## config.mk

```make
export PLATFORM = sky130hd
export DESIGN_NAME = cmdset_claimer
export DESIGN_NICKNAME = d
export VERILOG_FILES = /design/src/rtl/cmdset_claimer_pkg.sv /design/src/rtl/cmdset_group_pick.sv /design/src/rtl/cmdset_addr_cmp.sv /design/src/rtl/cmdset_free_pick.sv /design/src/rtl/cmdset_claimer.sv
export SDC_FILE = /design/constraint.sdc
export NUM_CORES = 1
export LEC_CHECK = 0
export BUFFER_PORTS_ARGS = -buffer_cell sky130_fd_sc_hd__buf_2
export CORE_AREA = 3 3 324 326
export CTS_CLUSTER_DIAMETER = 120
export DETAILED_ROUTE_END_ITERATION = 8
export DIE_AREA = 0 0 327 329
export HOLD_SLACK_MARGIN = 0.03
export RECOVER_POWER = 25
export SLEW_MARGIN = 20
export SYNTH_ARGS = -nofsm -noshare
export SYNTH_HDL_FRONTEND = slang
export SYNTH_SLANG_ARGS = --single-unit
```

## constraint.sdc

```tcl
create_clock -name clk -period 3.06 [get_ports clk]
set_input_delay 0.612 -clock clk [delete_from_list [all_inputs] [get_ports clk]]
set_output_delay 0.612 -clock clk [all_outputs]
set_load 0.01 [all_outputs]
```

## src/rtl/cmdset_claimer_pkg.sv

```systemverilog
package cmdset_claimer_pkg;
    typedef enum logic [1:0] {
        ST_IDLE   = 2'd0,
        ST_SCAN   = 2'd1,
        ST_DECIDE = 2'd2
    } claim_state_e;
endpackage

```

## src/rtl/cmdset_group_pick.sv

```systemverilog
// Chooses the scanned group: active range, or the wake range if active is empty.
module cmdset_group_pick #(
    parameter int SET_W = 3,
    parameter int CNT_W = 4
) (
    input  logic [SET_W-1:0] act_base,
    input  logic [CNT_W-1:0] act_cnt,
    input  logic [SET_W-1:0] wake_base,
    input  logic [CNT_W-1:0] wake_cnt,
    output logic [SET_W-1:0] grp_base,
    output logic [CNT_W-1:0] grp_cnt
);
    always_comb begin
        if (act_cnt == '0) begin
            grp_base = wake_base;
            grp_cnt  = wake_cnt;
        end else begin
            grp_base = act_base;
            grp_cnt  = act_cnt;
        end
    end
endmodule

```

## src/rtl/cmdset_addr_cmp.sv

```systemverilog
// One stored slot address against every valid request address in parallel.
module cmdset_addr_cmp #(
    parameter int ADDR_W  = 16,
    parameter int REQ_MAX = 16,
    parameter int RCNT_W  = 5
) (
    input  logic [ADDR_W-1:0]         slot_addr,
    input  logic [REQ_MAX*ADDR_W-1:0] req_addr,
    input  logic [RCNT_W-1:0]         req_cnt,
    output logic                      hit
);
    logic [REQ_MAX-1:0] lane_hit;

    for (genvar k = 0; k < REQ_MAX; k++) begin : g_lane
        assign lane_hit[k] = (RCNT_W'(k) < req_cnt) &&
                             (req_addr[k*ADDR_W +: ADDR_W] == slot_addr);
    end

    assign hit = |lane_hit;
endmodule

```

## src/rtl/cmdset_free_pick.sv

```systemverilog
// Lowest-numbered clear bit inside [base, base+cnt).
module cmdset_free_pick #(
    parameter int NUM_SETS = 8,
    parameter int SET_W    = 3,
    parameter int CNT_W    = 4
) (
    input  logic [NUM_SETS-1:0] busy_map,
    input  logic [SET_W-1:0]    base,
    input  logic [CNT_W-1:0]    cnt,
    output logic                found,
    output logic [SET_W-1:0]    id
);
    always_comb begin
        found = 1'b0;
        id    = '0;
        for (int i = NUM_SETS - 1; i >= 0; i--) begin
            if ((i >= int'(base)) && (i < int'(base) + int'(cnt)) && !busy_map[i]) begin
                found = 1'b1;
                id    = SET_W'(i);
            end
        end
    end
endmodule

```

## src/rtl/cmdset_claimer.sv

```systemverilog
module cmdset_claimer
    import cmdset_claimer_pkg::*;
#(
    parameter  int NUM_SETS = 8,
    parameter  int SLOTS    = 4,
    parameter  int ADDR_W   = 16,
    parameter  int REQ_MAX  = 16,
    localparam int SET_W    = $clog2(NUM_SETS),
    localparam int CNT_W    = $clog2(NUM_SETS + 1),
    localparam int RCNT_W   = $clog2(REQ_MAX + 1)
) (
    input  logic                             clk,
    input  logic                             rst_n,
    input  logic [SET_W-1:0]                 act_base_i,
    input  logic [CNT_W-1:0]                 act_cnt_i,
    input  logic [SET_W-1:0]                 wake_base_i,
    input  logic [CNT_W-1:0]                 wake_cnt_i,
    input  logic [NUM_SETS*SLOTS-1:0]        slot_en_i,
    input  logic [NUM_SETS*SLOTS*ADDR_W-1:0] slot_addr_i,
    input  logic                             req_valid_i,
    input  logic [RCNT_W-1:0]                req_cnt_i,
    input  logic [REQ_MAX*ADDR_W-1:0]        req_addr_i,
    input  logic                             rel_valid_i,
    input  logic [SET_W-1:0]                 rel_id_i,
    output logic                             ready_o,
    output logic                             done_o,
    output logic                             busy_o,
    output logic                             grant_o,
    output logic [SET_W-1:0]                 grant_id_o,
    output logic [NUM_SETS-1:0]              in_use_o
);
    localparam int SLOT_W = (SLOTS > 1) ? $clog2(SLOTS) : 1;
    localparam int IDX_W  = SET_W + 2;
    localparam int FLAT_W = IDX_W + SLOT_W;

    claim_state_e state_q, state_d;

    logic [SET_W-1:0]          grp_base, base_q;
    logic [CNT_W-1:0]          grp_cnt, cnt_q;
    logic [REQ_MAX*ADDR_W-1:0] req_q;
    logic [RCNT_W-1:0]         rcnt_q;
    logic [IDX_W-1:0]          scan_set_q;
    logic [SLOT_W-1:0]         scan_slot_q;
    logic                      hit_q;
    logic [NUM_SETS-1:0]       in_use_q, in_use_d;
    logic [NUM_SETS-1:0]       rel_mask, grant_mask;

    logic [FLAT_W-1:0]         flat_idx;
    logic                      set_valid;
    logic [ADDR_W-1:0]         cur_addr;
    logic                      cur_en, cur_busy, cmp_hit;
    logic                      last_slot, last_set;
    logic                      free_found, take;
    logic [SET_W-1:0]          free_id;

    cmdset_group_pick #(.SET_W(SET_W), .CNT_W(CNT_W)) u_group (
        .act_base (act_base_i),
        .act_cnt  (act_cnt_i),
        .wake_base(wake_base_i),
        .wake_cnt (wake_cnt_i),
        .grp_base (grp_base),
        .grp_cnt  (grp_cnt)
    );

    // Slot currently under inspection
    assign flat_idx  = FLAT_W'(scan_set_q) * FLAT_W'(SLOTS) + FLAT_W'(scan_slot_q);
    assign set_valid = (scan_set_q < IDX_W'(NUM_SETS));

    always_comb begin
        cur_addr = '0;
        cur_en   = 1'b0;
        cur_busy = 1'b0;
        if (set_valid) begin
            cur_addr = slot_addr_i[flat_idx*ADDR_W +: ADDR_W];
            cur_en   = slot_en_i[flat_idx];
            cur_busy = in_use_q[scan_set_q[SET_W-1:0]];
        end
    end

    cmdset_addr_cmp #(.ADDR_W(ADDR_W), .REQ_MAX(REQ_MAX), .RCNT_W(RCNT_W)) u_cmp (
        .slot_addr(cur_addr),
        .req_addr (req_q),
        .req_cnt  (rcnt_q),
        .hit      (cmp_hit)
    );

    assign last_slot = (scan_slot_q == SLOT_W'(SLOTS - 1));
    assign last_set  = (scan_set_q == IDX_W'(base_q) + IDX_W'(cnt_q) - IDX_W'(1));

    // Release is applied ahead of the free search
    assign rel_mask = rel_valid_i ? (NUM_SETS'(1) << rel_id_i) : '0;

    cmdset_free_pick #(.NUM_SETS(NUM_SETS), .SET_W(SET_W), .CNT_W(CNT_W)) u_free (
        .busy_map(in_use_q & ~rel_mask),
        .base    (base_q),
        .cnt     (cnt_q),
        .found   (free_found),
        .id      (free_id)
    );

    assign take       = (state_q == ST_DECIDE) && !hit_q && free_found;
    assign grant_mask = take ? (NUM_SETS'(1) << free_id) : '0;
    assign in_use_d   = (in_use_q & ~rel_mask) | grant_mask;

    // State register
    always_ff @(posedge clk or negedge rst_n) begin
        if (!rst_n) state_q <= ST_IDLE;
        else        state_q <= state_d;
    end

    // Next-state logic
    always_comb begin
        state_d = state_q;
        unique case (state_q)
            ST_IDLE: begin
                if (req_valid_i) state_d = (grp_cnt == '0) ? ST_DECIDE : ST_SCAN;
            end
            ST_SCAN: begin
                if (last_slot && last_set) state_d = ST_DECIDE;
            end
            ST_DECIDE: state_d = ST_IDLE;
            default:   state_d = ST_IDLE;
        endcase
    end

    // Datapath and outputs
    always_ff @(posedge clk or negedge rst_n) begin
        if (!rst_n) begin
            base_q      <= '0;
            cnt_q       <= '0;
            req_q       <= '0;
            rcnt_q      <= '0;
            scan_set_q  <= '0;
            scan_slot_q <= '0;
            hit_q       <= 1'b0;
            in_use_q    <= '0;
            done_o      <= 1'b0;
            busy_o      <= 1'b0;
            grant_o     <= 1'b0;
            grant_id_o  <= '0;
        end else begin
            done_o   <= 1'b0;
            busy_o   <= 1'b0;
            grant_o  <= 1'b0;
            in_use_q <= in_use_d;
            unique case (state_q)
                ST_IDLE: begin
                    if (req_valid_i) begin
                        base_q      <= grp_base;
                        cnt_q       <= grp_cnt;
                        req_q       <= req_addr_i;
                        rcnt_q      <= req_cnt_i;
                        scan_set_q  <= IDX_W'(grp_base);
                        scan_slot_q <= '0;
                        hit_q       <= 1'b0;
                    end
                end
                ST_SCAN: begin
                    if (cur_en && cur_busy && cmp_hit) hit_q <= 1'b1;
                    if (last_slot) begin
                        scan_slot_q <= '0;
                        scan_set_q  <= scan_set_q + IDX_W'(1);
                    end else begin
                        scan_slot_q <= scan_slot_q + SLOT_W'(1);
                    end
                end
                ST_DECIDE: begin
                    done_o     <= 1'b1;
                    busy_o     <= !take;
                    grant_o    <= take;
                    grant_id_o <= take ? free_id : '0;
                end
                default: ;
            endcase
        end
    end

    assign ready_o  = (state_q == ST_IDLE);
    assign in_use_o = in_use_q;
endmodule

```

Word level (Yosys, flattened, before mapping). Index checks and enable logic that the tools add are counted. W data, S select, Z words.

Register bits: 292. Input bits: 826. Output and inout port bits: 15. Logic and storage cells: 183.

Add/subtract/negate cells: 6. Order comparisons: 34. Eq/ne operators: 24. Shift-type cells: 3. Muxes and demuxes: 44. Bitwise operators: 3. Reduce and logical (&&, ||, !) cells: 56.

Operators with widths (count): $shiftx A512 B12 Y16 (1); $eq A16 B16 Y1 (16); $lt A4 B32 Y1 const A (3); $lt A3 B32 Y1 const A (2); $lt A4 B5 Y1 const A (8); $logic_and A1 B1 Y1 (36); $lt A1 B32 Y1 const A (1); $lt A2 B32 Y1 const A (1); $mux W3 (10); $lt A3 B5 Y1 const A (5); $mux W1 (17); $mux W16 (1); $mux W8 (2); $reduce_or A16 Y1 (1); $shl A1 B3 Y8 const A (2); $add A3 B4 Y5 (2); $logic_not A1 Y1 (10); $lt A1 B5 Y1 const A (2); $lt A2 B5 Y1 const A (2); $mux W2 (5); $mux W5 (2); $pmux W5 S2 (1); $ge A3 B3 Y1 const A (3); $and A8 B8 Y8 (1); other kinds (25) (36).

Depth between registers and ports, before layout. Gate-level depths: netlist of the first run.

Depth in word-level cells: 17. Mapped depth: 17. Depth with buffers taken out: 12.

Modules after synthesis. Synthesis of the first run repeated with hierarchy kept, for this count alone.

Cell total of the unflattened synthesis: 2048. Area, all modules: 19580.0 um^2.

By module, submodules not included: cmdset_claimer (instances 1, cells each 1570, area each 15705.1 um^2, sequential area each 7307.0 um^2); cmdset_addr_cmp (instances 1, cells each 406, area each 3345.7 um^2, sequential area each 0.0 um^2); cmdset_free_pick (instances 1, cells each 58, area each 416.6 um^2, sequential area each 0.0 um^2); cmdset_group_pick (instances 1, cells each 14, area each 112.6 um^2, sequential area each 0.0 um^2).

Worst setup path after synthesis of the first run. OpenSTA, ideal clock, no wires.

Kind: reg2reg. From: register base_q[0]. To: register in_use_q[7], in the netlist in_use_o[7]. Library setup time: 0.083 ns. Arrival: 3.297 ns. Required time: 2.977 ns. Slack: -0.319 ns. Cell stages (with the launch flop): 10. Path buffers: 0. Period minus slack after synthesis: 3.379 ns. Cells stage by stage: dfrtp_1 -> ha_1 -> fa_1 -> or4_1 -> a21o_1 -> or2_2 -> o311a_1 -> or3_1 -> or3_1 -> o21ai_0.

Cells in the longest elaborated chain, start to end: 14. Elaborated cells on any way between the ends: 51. Classes of those cells: add/sub (1); order compare (15); shift (1); mux (17); bitwise (1); reduce/logical (16).

Ends and longest elaborated chain: start: declaration (RTL line cmdset_claimer.sv:38) `logic [SET_W-1:0] grp_base, base_q;`; start signal: assignment (RTL line cmdset_claimer.sv:149) `base_q <= grp_base;`; $add A3 B4 Y5 (RTL line cmdset_free_pick.sv:17) `if ((i >= int'(base)) && (i < int'(base) + int'(cnt)) && !busy_map[i]) begin`; $lt A4 B32 Y1 or $lt A3 B5 Y1 (tied branches) (RTL line cmdset_free_pick.sv:17); $logic_and A1 B1 Y1 (RTL line cmdset_free_pick.sv:17); $logic_and A1 B1 Y1, or another cell as far along (RTL line cmdset_free_pick.sv:17); $mux W3 or $mux W1 (tied branches) (7 in series) (RTL line cmdset_free_pick.sv:17); $shl A1 B3 Y8 or $logic_and A1 B1 Y1 (tied branches) (RTL line cmdset_claimer.sv:102, cmdset_claimer.sv:101); $mux W8 * (RTL line cmdset_claimer.sv:102) `assign grant_mask = take ? (NUM_SETS'(1) << free_id) : '0;`; $or A8 B8 Y8 * (RTL line cmdset_claimer.sv:103) `assign in_use_d = (in_use_q & ~rel_mask) | grant_mask;`; net in_use_d[7] (RTL line cmdset_claimer.sv:45) `logic [NUM_SETS-1:0] in_use_q, in_use_d;`; end signal: assignment (RTL line cmdset_claimer.sv:145) `in_use_q <= in_use_d;`; end: declaration (RTL line cmdset_claimer.sv:45).

Mark *: on every way through the listed nets, which the timed path passes. The rest lies on a longest branch. A chain may end at the register's enable or synchronous reset.

Worst setup path after layout of the first run.
From: register scan_slot_q[0]. To: register hit_q.

Cells in the longest elaborated chain, start to end: 9. Elaborated cells on any way between the ends: 43. Classes of those cells: add/sub (1); eq/ne (17); shift (1); mux (4); reduce/logical (20).

Ends and longest elaborated chain: start: declaration (RTL line cmdset_claimer.sv:43) `logic [SLOT_W-1:0] scan_slot_q;`; start signal: assignment (RTL line cmdset_claimer.sv:164) `scan_slot_q <= scan_slot_q + SLOT_W'(1);`; $add A7 B2 Y7 * (RTL line cmdset_claimer.sv:66) `assign flat_idx = FLAT_W'(scan_set_q) * FLAT_W'(SLOTS) + FLAT_W'(scan_slot_q);`; $shiftx A512 B12 Y16 (RTL line cmdset_claimer.sv:74) `cur_addr = slot_addr_i[flat_idx*ADDR_W +: ADDR_W];`; $mux W16 (RTL line cmdset_claimer.sv:73) `if (set_valid) begin`; $eq A16 B16 Y1 (RTL line cmdset_addr_cmp.sv:16) `(req_addr[k*ADDR_W +: ADDR_W] == slot_addr);`; $logic_and A1 B1 Y1 (RTL line cmdset_addr_cmp.sv:15) `assign lane_hit[k] = (RCNT_W'(k) < req_cnt) &&`; $reduce_or A16 Y1 (RTL line cmdset_addr_cmp.sv:19) `assign hit = |lane_hit;`; $logic_and A1 B1 Y1 * (RTL line cmdset_claimer.sv:159) `if (cur_en && cur_busy && cmp_hit) hit_q <= 1'b1;`; $ne A2 B2 Y1 (no line) *; $reduce_and A3 Y1 (no line) *; end signal: assignment (RTL line cmdset_claimer.sv:135) `hit_q <= 1'b0;`; end signal: assignment (RTL line cmdset_claimer.sv:155) `hit_q <= 1'b0;`; end signal: assignment (RTL line cmdset_claimer.sv:159); end: declaration (RTL line cmdset_claimer.sv:44) `logic hit_q;`.

Mark *: on every way between the ends. The rest lies on a longest branch, timed or not. The select of a mux whose other input is x is not followed.

==> metrics list, run 1 <==
- Total count of hold-check failures in the final report: 0
* Hold crit path type: in -> reg
- Routability-driven placement finished with a final weighted congestion of 0.947.
- Unrepaired setup endpoints after global routing: yes
- Summed over all failing endpoints, the final setup total negative slack is -1.14 ns.
- Placed insts: 4629
* Number of iterations in the first detailed-routing pass: 9
* DRT antenna net count: 0
- Buffers inserted during clock tree synthesis total 36.
- At the worst endpoint, the required time is 3.48 ns.
- Die height: 329 um
- Maximum level of the CTS H-tree: 2
- Root buffer cell: clkbuf_16
- Top cells by area in the synthesized netlist: dfrtp_1, nand2_1, mux4_2, mux2i_1, xnor2_1
- Placement-stage worst setup slack: -1.22 ns
- Critical path's largest stage delay: 0.53 ns
- DRC: 0
* Number of global-route vias before repair: 22712
- Start of the worst register-to-register path: scan_slot_q[0]$_DFFE_PN0P_
* Worst hold margin: 0.236 ns
- TritonCTS clock tree: built
- Clock-pin slew was measured on the worst setup and hold paths at 0.06 ns.
- The largest individual stage delay along the critical path comes from the cell a311o_2.
* Cell-by-cell trace of the critical path: buf_6 -> buf_6 -> and2_4 -> buf_4 -> a221oi_1 -> o21ai_0 -> a311o_2 -> buf_12 -> o22a_1 -> o211ai_1 -> nor4_2 -> a22oi_1 -> buf_4 -> nand4_1 -> o31ai_2 -> nand3_1
- Aggregate routed wire length: 132000 um
- Total gr overflow: 0
- Register-to-register setup slack: -0.68 ns
* Kind of cell adding the most delay to the critical path: compound AO/OA/AOI/OAI gates
* Number of different library cells in the post-synthesis netlist: 83
- Initial antenna violation count: 139
* FF+latch count, synth: 292
- Final non-filler cell total: 4766
* Result of the run: finished with violations
- For this configuration, the core starts out at a cell density of 19.7%.
- After detailed routing, the number of vias per cell comes to 4.76.
- Among all flip-flop cells after synthesis, the most frequent one is dfrtp_1.
- Worst reg2reg path endpoint: hit_q$_DFFE_PN0P_
- In this run the power density over the cells is 1250 nW/um2.
- The wire-length estimate of the detail-placed layout is 112000 um.
- Count of mapped cells out of synthesis: 2255
- After detailed routing, the average wire length per cell comes to 27.6 um.
- Setup crit start: scan_slot_q[0]$_DFFE_PN0P_
- Measured along the x axis, the die boundary spans 327 um.
- The critical path in this run is classified as reg -> reg.
* Number of primary I/O pins: 841
* Count leader, synth: nand2_1
- Most used standard cells in the synthesized netlist: nand2_1, dfrtp_1, mux2i_1, xnor2_1, xor2_1
* Ys async rst share: 100%
* Logic depth of the worst setup path including buffers: 16
- Number of design-rule violations left by the first detailed-router iteration: 1862
* Overall Global Routing Usage: 23.4%
- Following the worst setup path forward leads to its endpoint at hit_q$_DFFE_PN0P_.
* Arrival time at the worst endpoint: 4.16 ns
* Floorplan die area: 108000 um2
- Clock Path Buffers: 3
- For this run, the number of Yosys warnings is 0.
- After synthesis the cells add up to 20100 um2.
* Violations in the final reports: max-capacitance violations, max-slew violations, negative setup slack
* Layout fillers: 10939
- The final route contains 22676 vias.
- Avg Cell Area, Syn: 8.90 um2
- IO Port Bufs: 840
- Summed over its instances, the top area cell type makes up 36.4% of the synthesized netlist area.
* Largest net degree at the start of global routing: 135
* Worst-case vdd ir drop: 0.603 mV
- The max-slew violation count came to 82.
- Crit share post-route: 122%
- Number of buffer and inverter instances along the worst setup path: 5
- Setup violations remaining at the end of the flow were counted as 5.
- P&R area growth vs syn: 50.8%
- Measured slew at the worst slew-check pin: 2.56 ns
- Clk Latency, worst-skew pair: 0.56 ns
- dfrtp_1 takes more of the synthesized area than any other cell.
* Number of nets in the synthesized netlist: 3094
* PnR worst setup slack: -0.685 ns
- Placeable Area: 102000 um2
- Max_slew headroom: -70.7%
- Final total power: 37.7 mW
- Type of element capturing the critical path: register
- The post-route netlist has 43.6% of its cells at a drive strength greater than 1.
- For this design, the sink count on the clock tree is 292.
- Hold bufs inserted after CTS: 0
- The synthesized design contains 0 enable-type register cells.
* Count of max-cap constraint violations: 1
- Post-layout net count: 4170
* Leakage power summed over all cells: 14.9 nW
- Setup skew after layout: 0.0230 ns
- STA classifies the critical path startpoint as a register.
- First-pass GRT wire length: 178000 um
- Row generation in the floorplan step produced 117 rows.
* Worst-case reg-to-reg path depth: 16
* Fmax: 267 MHz
- Final critical delay including setup and external delays: 3.74 ns
* Sequential element share of the synthesized area: 36.4%
* Max FO, Critical Path: 9
-- state kept, by name, summed over array words and instances (netlist names) --
signal	flops
cnt_q	4
in_use_o	8
rcnt_q	5
done_o	1
base_q	3
scan_set_q	5
scan_slot_q	2
req_q	256
grant_o	1
state_q	2
hit_q	1
grant_id_o	3
busy_o	1
-- how the worst min path moves through the flow --
stage | startpoint | to | slack (ns) | cells after the start
final | req_addr_i[38] | req_q[38]$_DFFE_PN0P_ | 0.24 | 3
after global routing | req_addr_i[38] | req_q[38]$_DFFE_PN0P_ | 0.22 | 3
after CTS | rst_n | grant_id_o[0]$_DFFE_PN0P_ | 0.14 | 1
after detailed placement | req_q[239]$_DFFE_PN0P_ | req_q[239]$_DFFE_PN0P_ | 0.48 | 2
after global placement | grant_id_o[1]$_DFFE_PN0P_ | grant_id_o[1]$_DFFE_PN0P_ | 0.48 | 1
after floorplan | rst_n | base_q[0]$_DFFE_PN0P_ | 0.32 | 0
-- cell type report --
class                           count  area [um2]  area share, %
Multi-Input combinational cell   1784       12300           40.6
Clock buffer                       48        1030           3.39
Antenna cell                       39        97.6          0.323
Timing Repair Buffer             1184        7500           24.8
Clock inverter                     18         194          0.641
Sequential cell                   292        7320           24.2
Inverter                           33         124          0.409
Tap cell                         1368        1710           5.66
-- layer usage --
| metal | up-vias | wire length (um) | global-route usage (%) | part of all wire [%] |
|---|---|---|---|---|
| met5 | - | 381 | 0 | 0.29 |
| met4 | 56 | 4600 | 6.68 | 3.5 |
| met3 | 333 | 9740 | 5.18 | 7.4 |
| met2 | 1153 | 67200 | 42.6 | 51 |
| met1 | 11016 | 49800 | 27.4 | 38 |
| li1 | 10118 | - | - | - |
-- power by group --
group	switching [mW]	internal, mW	leakage, nW
combinational	13.5	12.3	10.6
clock	1.82	2.57	0.606
sequential	2.01	5.54	3.66
-- worst register-to-register path, stage by stage (launching register included) --
cell and delay, ns:
dfrtp_4 0.52, buf_6 0.16, buf_6 0.12, and2_4 0.16, buf_4 0.14, a221oi_1 0.35, o21ai_0 0.26, a311o_2 0.53
buf_12 0.19, o22a_1 0.21, o211ai_1 0.12, nor4_2 0.09, a22oi_1 0.20, buf_4 0.16, nand4_1 0.10, o31ai_2 0.23
nand3_1 0.09
-- timing repair --
item | in CTS | in global routing
buffers inserted | 25 | 8
pin swaps | 27 | 27
resized for setup | 47 | 51
endpoints found under the setup margin | 7 | 12
-- placed cells by master (no fill, tap or decap), types with 8 or more instances in the layout --
| master | n |
|---|---|
| o211ai_1 | 18 |
| ha_1 | 10 |
| a22oi_1 | 16 |
| nor4_2 | 9 |
| o21ai_1 | 8 |
| nand2_1 | 814 |
| clkbuf_8 | 8 |
| mux4_1 | 8 |
| nor3_1 | 16 |
| or3_4 | 11 |
| o2111ai_1 | 11 |
| o22ai_1 | 51 |
| buf_4 | 277 |
| nand3_1 | 16 |
| buf_12 | 54 |
| nor4_1 | 28 |
| diode_2 | 39 |
| nand4_1 | 28 |
| or4_1 | 9 |
| xnor2_1 | 96 |
| dfrtp_1 | 287 |
| nor2_1 | 39 |
| o22a_1 | 10 |
| a222oi_1 | 8 |
| o21ai_0 | 45 |
| xor2_1 | 87 |
| a21oi_1 | 27 |
| mux4_2 | 64 |
| a211oi_1 | 12 |
| mux2i_1 | 100 |
| o21a_1 | 8 |
| mux2_2 | 45 |
| a221oi_1 | 14 |
| inv_1 | 32 |
| clkbuf_16 | 36 |
| buf_6 | 8 |
| buf_2 | 839 |
-- cell families (layout without fill, tap and decap cells) --
logic type | count (synthesis) | in the layout | share of synthesized area, %
AND/OR/NAND/NOR | 1035 | 1035 | 21.7
multiplexers | 227 | 227 | 16.3
other | 0 | 39 | 0
adder cells (fa/ha/maj) | 13 | 13 | 0.886
flip-flops | 292 | 292 | 36.4
AO/OA/AOI/OAI | 324 | 324 | 11.7
XOR/XNOR | 185 | 185 | 8.08
buffers and inverters | 179 | 1283 | 4.83
-- metrics by stage --
stage               util (%)  instance area (um2)
finish                  29.7                30300
global placement        27.7                28200
CTS                     29.3                29900
floorplan                  -                20100
global route            29.6                30200
detailed placement      27.7                28200
Note: power is estimated with default switching activity, not from simulation.
==> run 2: changes to the inputs <==
- clock period: 3.06 -> 4.4 ns (I/O delays scaled with it)
==> run 2 against run 1 <==
Net effect: the run ends with max-capacitance violations, max-slew violations left; maximum frequency shrank 10%; total power decreased by 38%; clock power down 21%; via count down 2.1%; global-route usage is 1.1 points higher.
==> metrics list, run 2 (synthesis gave the netlist of run 1 again) <==
* Result of the run: finished with violations
* Violations in the final reports: max-capacitance violations, max-slew violations
* Arrival time at the worst endpoint: 4.67 ns (+0.51 ns)
- The ratio of final minimum period to clock period was 94.9% (-28 points).
- The count of cells along the worst register-to-register path is 13 (-3).
* Total number of clock tree sinks: 292 (unchanged)
* Register with the most flip-flops: req_q
- The starting DRC count in detailed routing was 1955 (+5.0%).
* Gpl congestion: 0.900 (-5.0%)
- The leakage power figure is 13.7 nW (-7.9%).
* Root buffer cell: clkbuf_16
- The total buffers and inverters traversed by the critical path was 2 (-3).
- Crit path capture: hit_q$_DFFE_PN0P_
* Floorplan die width: 327 um (unchanged)
- In this run the critical register-to-register path is launched from scan_slot_q[0]$_DFFE_PN0P_.
- The number of global-route vias before repair was 21685 (-4.5%).
- The final-report setup violation count came to 0 (-5).
- The count of standard-cell rows was 117 (unchanged).
- The average via count per standard cell is 4.85 (+2.0%).
- Launch instance of the worst min-delay path: grant_id_o[1]$_DFFE_PN0P_
- Max_slew headroom: -80.6% (-10 points)
- Initial cell density of the core: 19.7% (unchanged)
* IO Port Bufs: 840 (unchanged)
- The most critical setup path has its startpoint at scan_slot_q[0]$_DFFE_PN0P_.
- Setup repair after global routing left no endpoint under its margin.
* Logic depth of the worst setup path including buffers: 13 (-3)
* Post_cts resized: 0 (-100%)
- Kind of cell adding the most delay to the critical path: compound AO/OA/AOI/OAI gates
- TritonCTS built the clock tree.
- First-pass GRT wire length: 181000 um (+1.9%)
* PnR worst setup slack: 0.226 ns (+0.911 ns)
- Half-perimeter wire length after placement: 116000 um (+3.8%)
- Leaving out fill and tap cells, the most frequent cells in the layout are buf_2, nand2_1, dfrtp_1.
- Worst reg2reg path endpoint: hit_q$_DFFE_PN0P_
- The core region area came to 102000 um2 (unchanged).
* Per-cell routed wire length: 30.0 um (+8.6%)
- Overall Global Routing Usage: 24.4% (+1.1 points)
- The pin count of the biggest net entering global routing is 117 (-13%).
* Commonest non-fill, non-tap cell in the layout: buf_2
- The top achievable clock speed is 240 MHz (-10%).
- The via count is 22195 (-2.1%).
* Layout fillers: 11144 (+1.9%)
- Category of the critical setup timing path: reg -> reg
- The worst setup path is launched from a register.
* Final core occ: 27.5% (-2.2 points)
* Final critical delay including setup and external delays: 4.17 ns (+0.429 ns)
- From synthesis to final layout, the design area changed by 39.8%.
* Count of max-cap constraint violations: 1 (unchanged)
* Total clock buffers created by CTS: 36 (unchanged)
- Max FO, Critical Path: 20 (+11)
- The share of cells above drive strength 1 came to 37.6% (-6.0 points).
- The clock latency at the later pin of the worst-skew pair was 0.57 ns (about the same).
- The signal on the critical path passes through buf_12 -> mux4_2 -> mux2i_1 -> o2111ai_1 -> o21ai_1 -> buf_4 -> and2_1 -> nor3_1 -> a21oi_1 -> nand4_1 -> o31ai_1 -> o21ai_0 -> nand3_1.
- The final global-route overflow total was 0 (unchanged).
* Hold bufs inserted after CTS: 0 (unchanged)
- The number of levels the H-tree was split into is 2 (unchanged).
- The number of flip-flops under the largest register name is 256 (unchanged).
- The post-CTS setup buffer count was 0 (-100%).
- Floorplan die area: 108000 um2 (unchanged)
- The worst path required time came to 4.90 ns (+1.42 ns).
- Hold crit path type: reg -> reg
* Die height: 329 um (unchanged)
* Aggregate routed wire length: 137000 um (+4.2%)
- Number of primary I/O pins: 841 (unchanged)
- Initial antenna violation count: 207 (+49%)
- Total count of hold-check failures in the final report: 0 (unchanged)
- Placement-stage worst setup slack: 0.148 ns (+1.36 ns)
- The slowest stage of the critical path belongs to the cell dfrtp_4.
* Critical path's largest stage delay: 0.65 ns (+0.12 ns)
* Clock Path Buffers: 3 (unchanged)
- The maximum resistive drop on vdd came to 0.457 mV (-24%).
* Measured slew at the worst slew-check pin: 2.71 ns (+0.150 ns)
- Type of element capturing the critical path: register
* Register-to-register setup slack: 0.23 ns (+0.91 ns)
* DRT antenna net count: 0 (unchanged)
- The iteration count of the initial detailed-routing pass was 6 (-3).
* Post-layout net count: 3960 (-5.0%)
* Setup skew after layout: 0.0215 ns (-0.00149 ns)
- The number of design rule violations left after detail routing was 0 (unchanged).
- Total count of max-transition violations in the final report: 99 (+21%)
* Total Neg Setup Slack: 0 ns (+1.14 ns)
- The clock-pin slew reported for the worst setup and hold paths after clock tree synthesis came to 0.06 ns (about the same).
* Cell area power density: 835 nW/um2 (-33%)
## run 2: cell types whose count changed in the layout (fill, tap and decap cells not counted), moves of 6 or more
cell / change
or3_1: +9
buf_6: -8
buf_12: -32
bufinv_16: +6
or3_4: -9
diode_2: +16
buf_4: -166
nor4_1: +10
mux2i_2: -6
nor4_2: -8
mux2i_1: +6
o21ai_0: +8
## run 2: where the power goes
group,switching [mW],internal (mW),leakage [nW]
sequential,1.43,3.85,3.66
combinational,8.66,6.01,9.39
clock,1.31,2.15,0.671
## run 2: per-stage QoR
step                      hold WS [ns]  instance area (um2)  cells  power (mW)
final                            0.481                28000   4572        23.4
after global placement           0.458                26500   4443        19.7
after detailed placement         0.469                26500   4444        19.7
after CTS                        0.392                27800   4510        23.3
after global routing             0.493                28000   4537        24.7
after floorplan                  0.441                20100   2255        13.6
## run 2: worst min-delay path by stage
stage | end | cells after the start
final | grant_id_o[1]$_DFFE_PN0P_ | 1
after global routing | req_q[58]$_DFFE_PN0P_ | 3
after global placement | grant_id_o[1]$_DFFE_PN0P_ | 1
after floorplan | hit_q$_DFFE_PN0P_ | 2
after CTS | req_q[219]$_DFFE_PN0P_ | 1
after detailed placement | grant_id_o[1]$_DFFE_PN0P_ | 1
## run 2: area by class of cell
class	instances	area [um2]	share of cell area (%)
Multi-Input combinational cell	1784	11900	42.4
Clock buffer	48	1040	3.70
Tap cell	1368	1710	6.10
Timing Repair Buffer	974	5490	19.6
Clock inverter	18	337	1.20
Antenna cell	55	138	0.491
Sequential cell	292	7320	26.1
Inverter	33	124	0.442
## run 2: worst register-to-register path: stages, from the launching register on
cell	delay, ns
dfrtp_4	0.65
buf_12	0.25
mux4_2	0.57
mux2i_1	0.50
o2111ai_1	0.34
o21ai_1	0.19
buf_4	0.25
and2_1	0.24
nor3_1	0.07
a21oi_1	0.13
nand4_1	0.12
o31ai_1	0.50
o21ai_0	0.18
nand3_1	0.12
## run 2: routing by layer
| layer | vias to the layer above | share of wire, % | global-route usage [%] |
|---|---|---|---|
| li1 | 9722 | - | - |
| met1 | 10711 | 37 | 27.7 |
| met2 | 1300 | 49 | 42.8 |
| met3 | 390 | 10 | 8.52 |
| met4 | 72 | 3.5 | 8.00 |
| met5 | - | 0.34 | 0 |
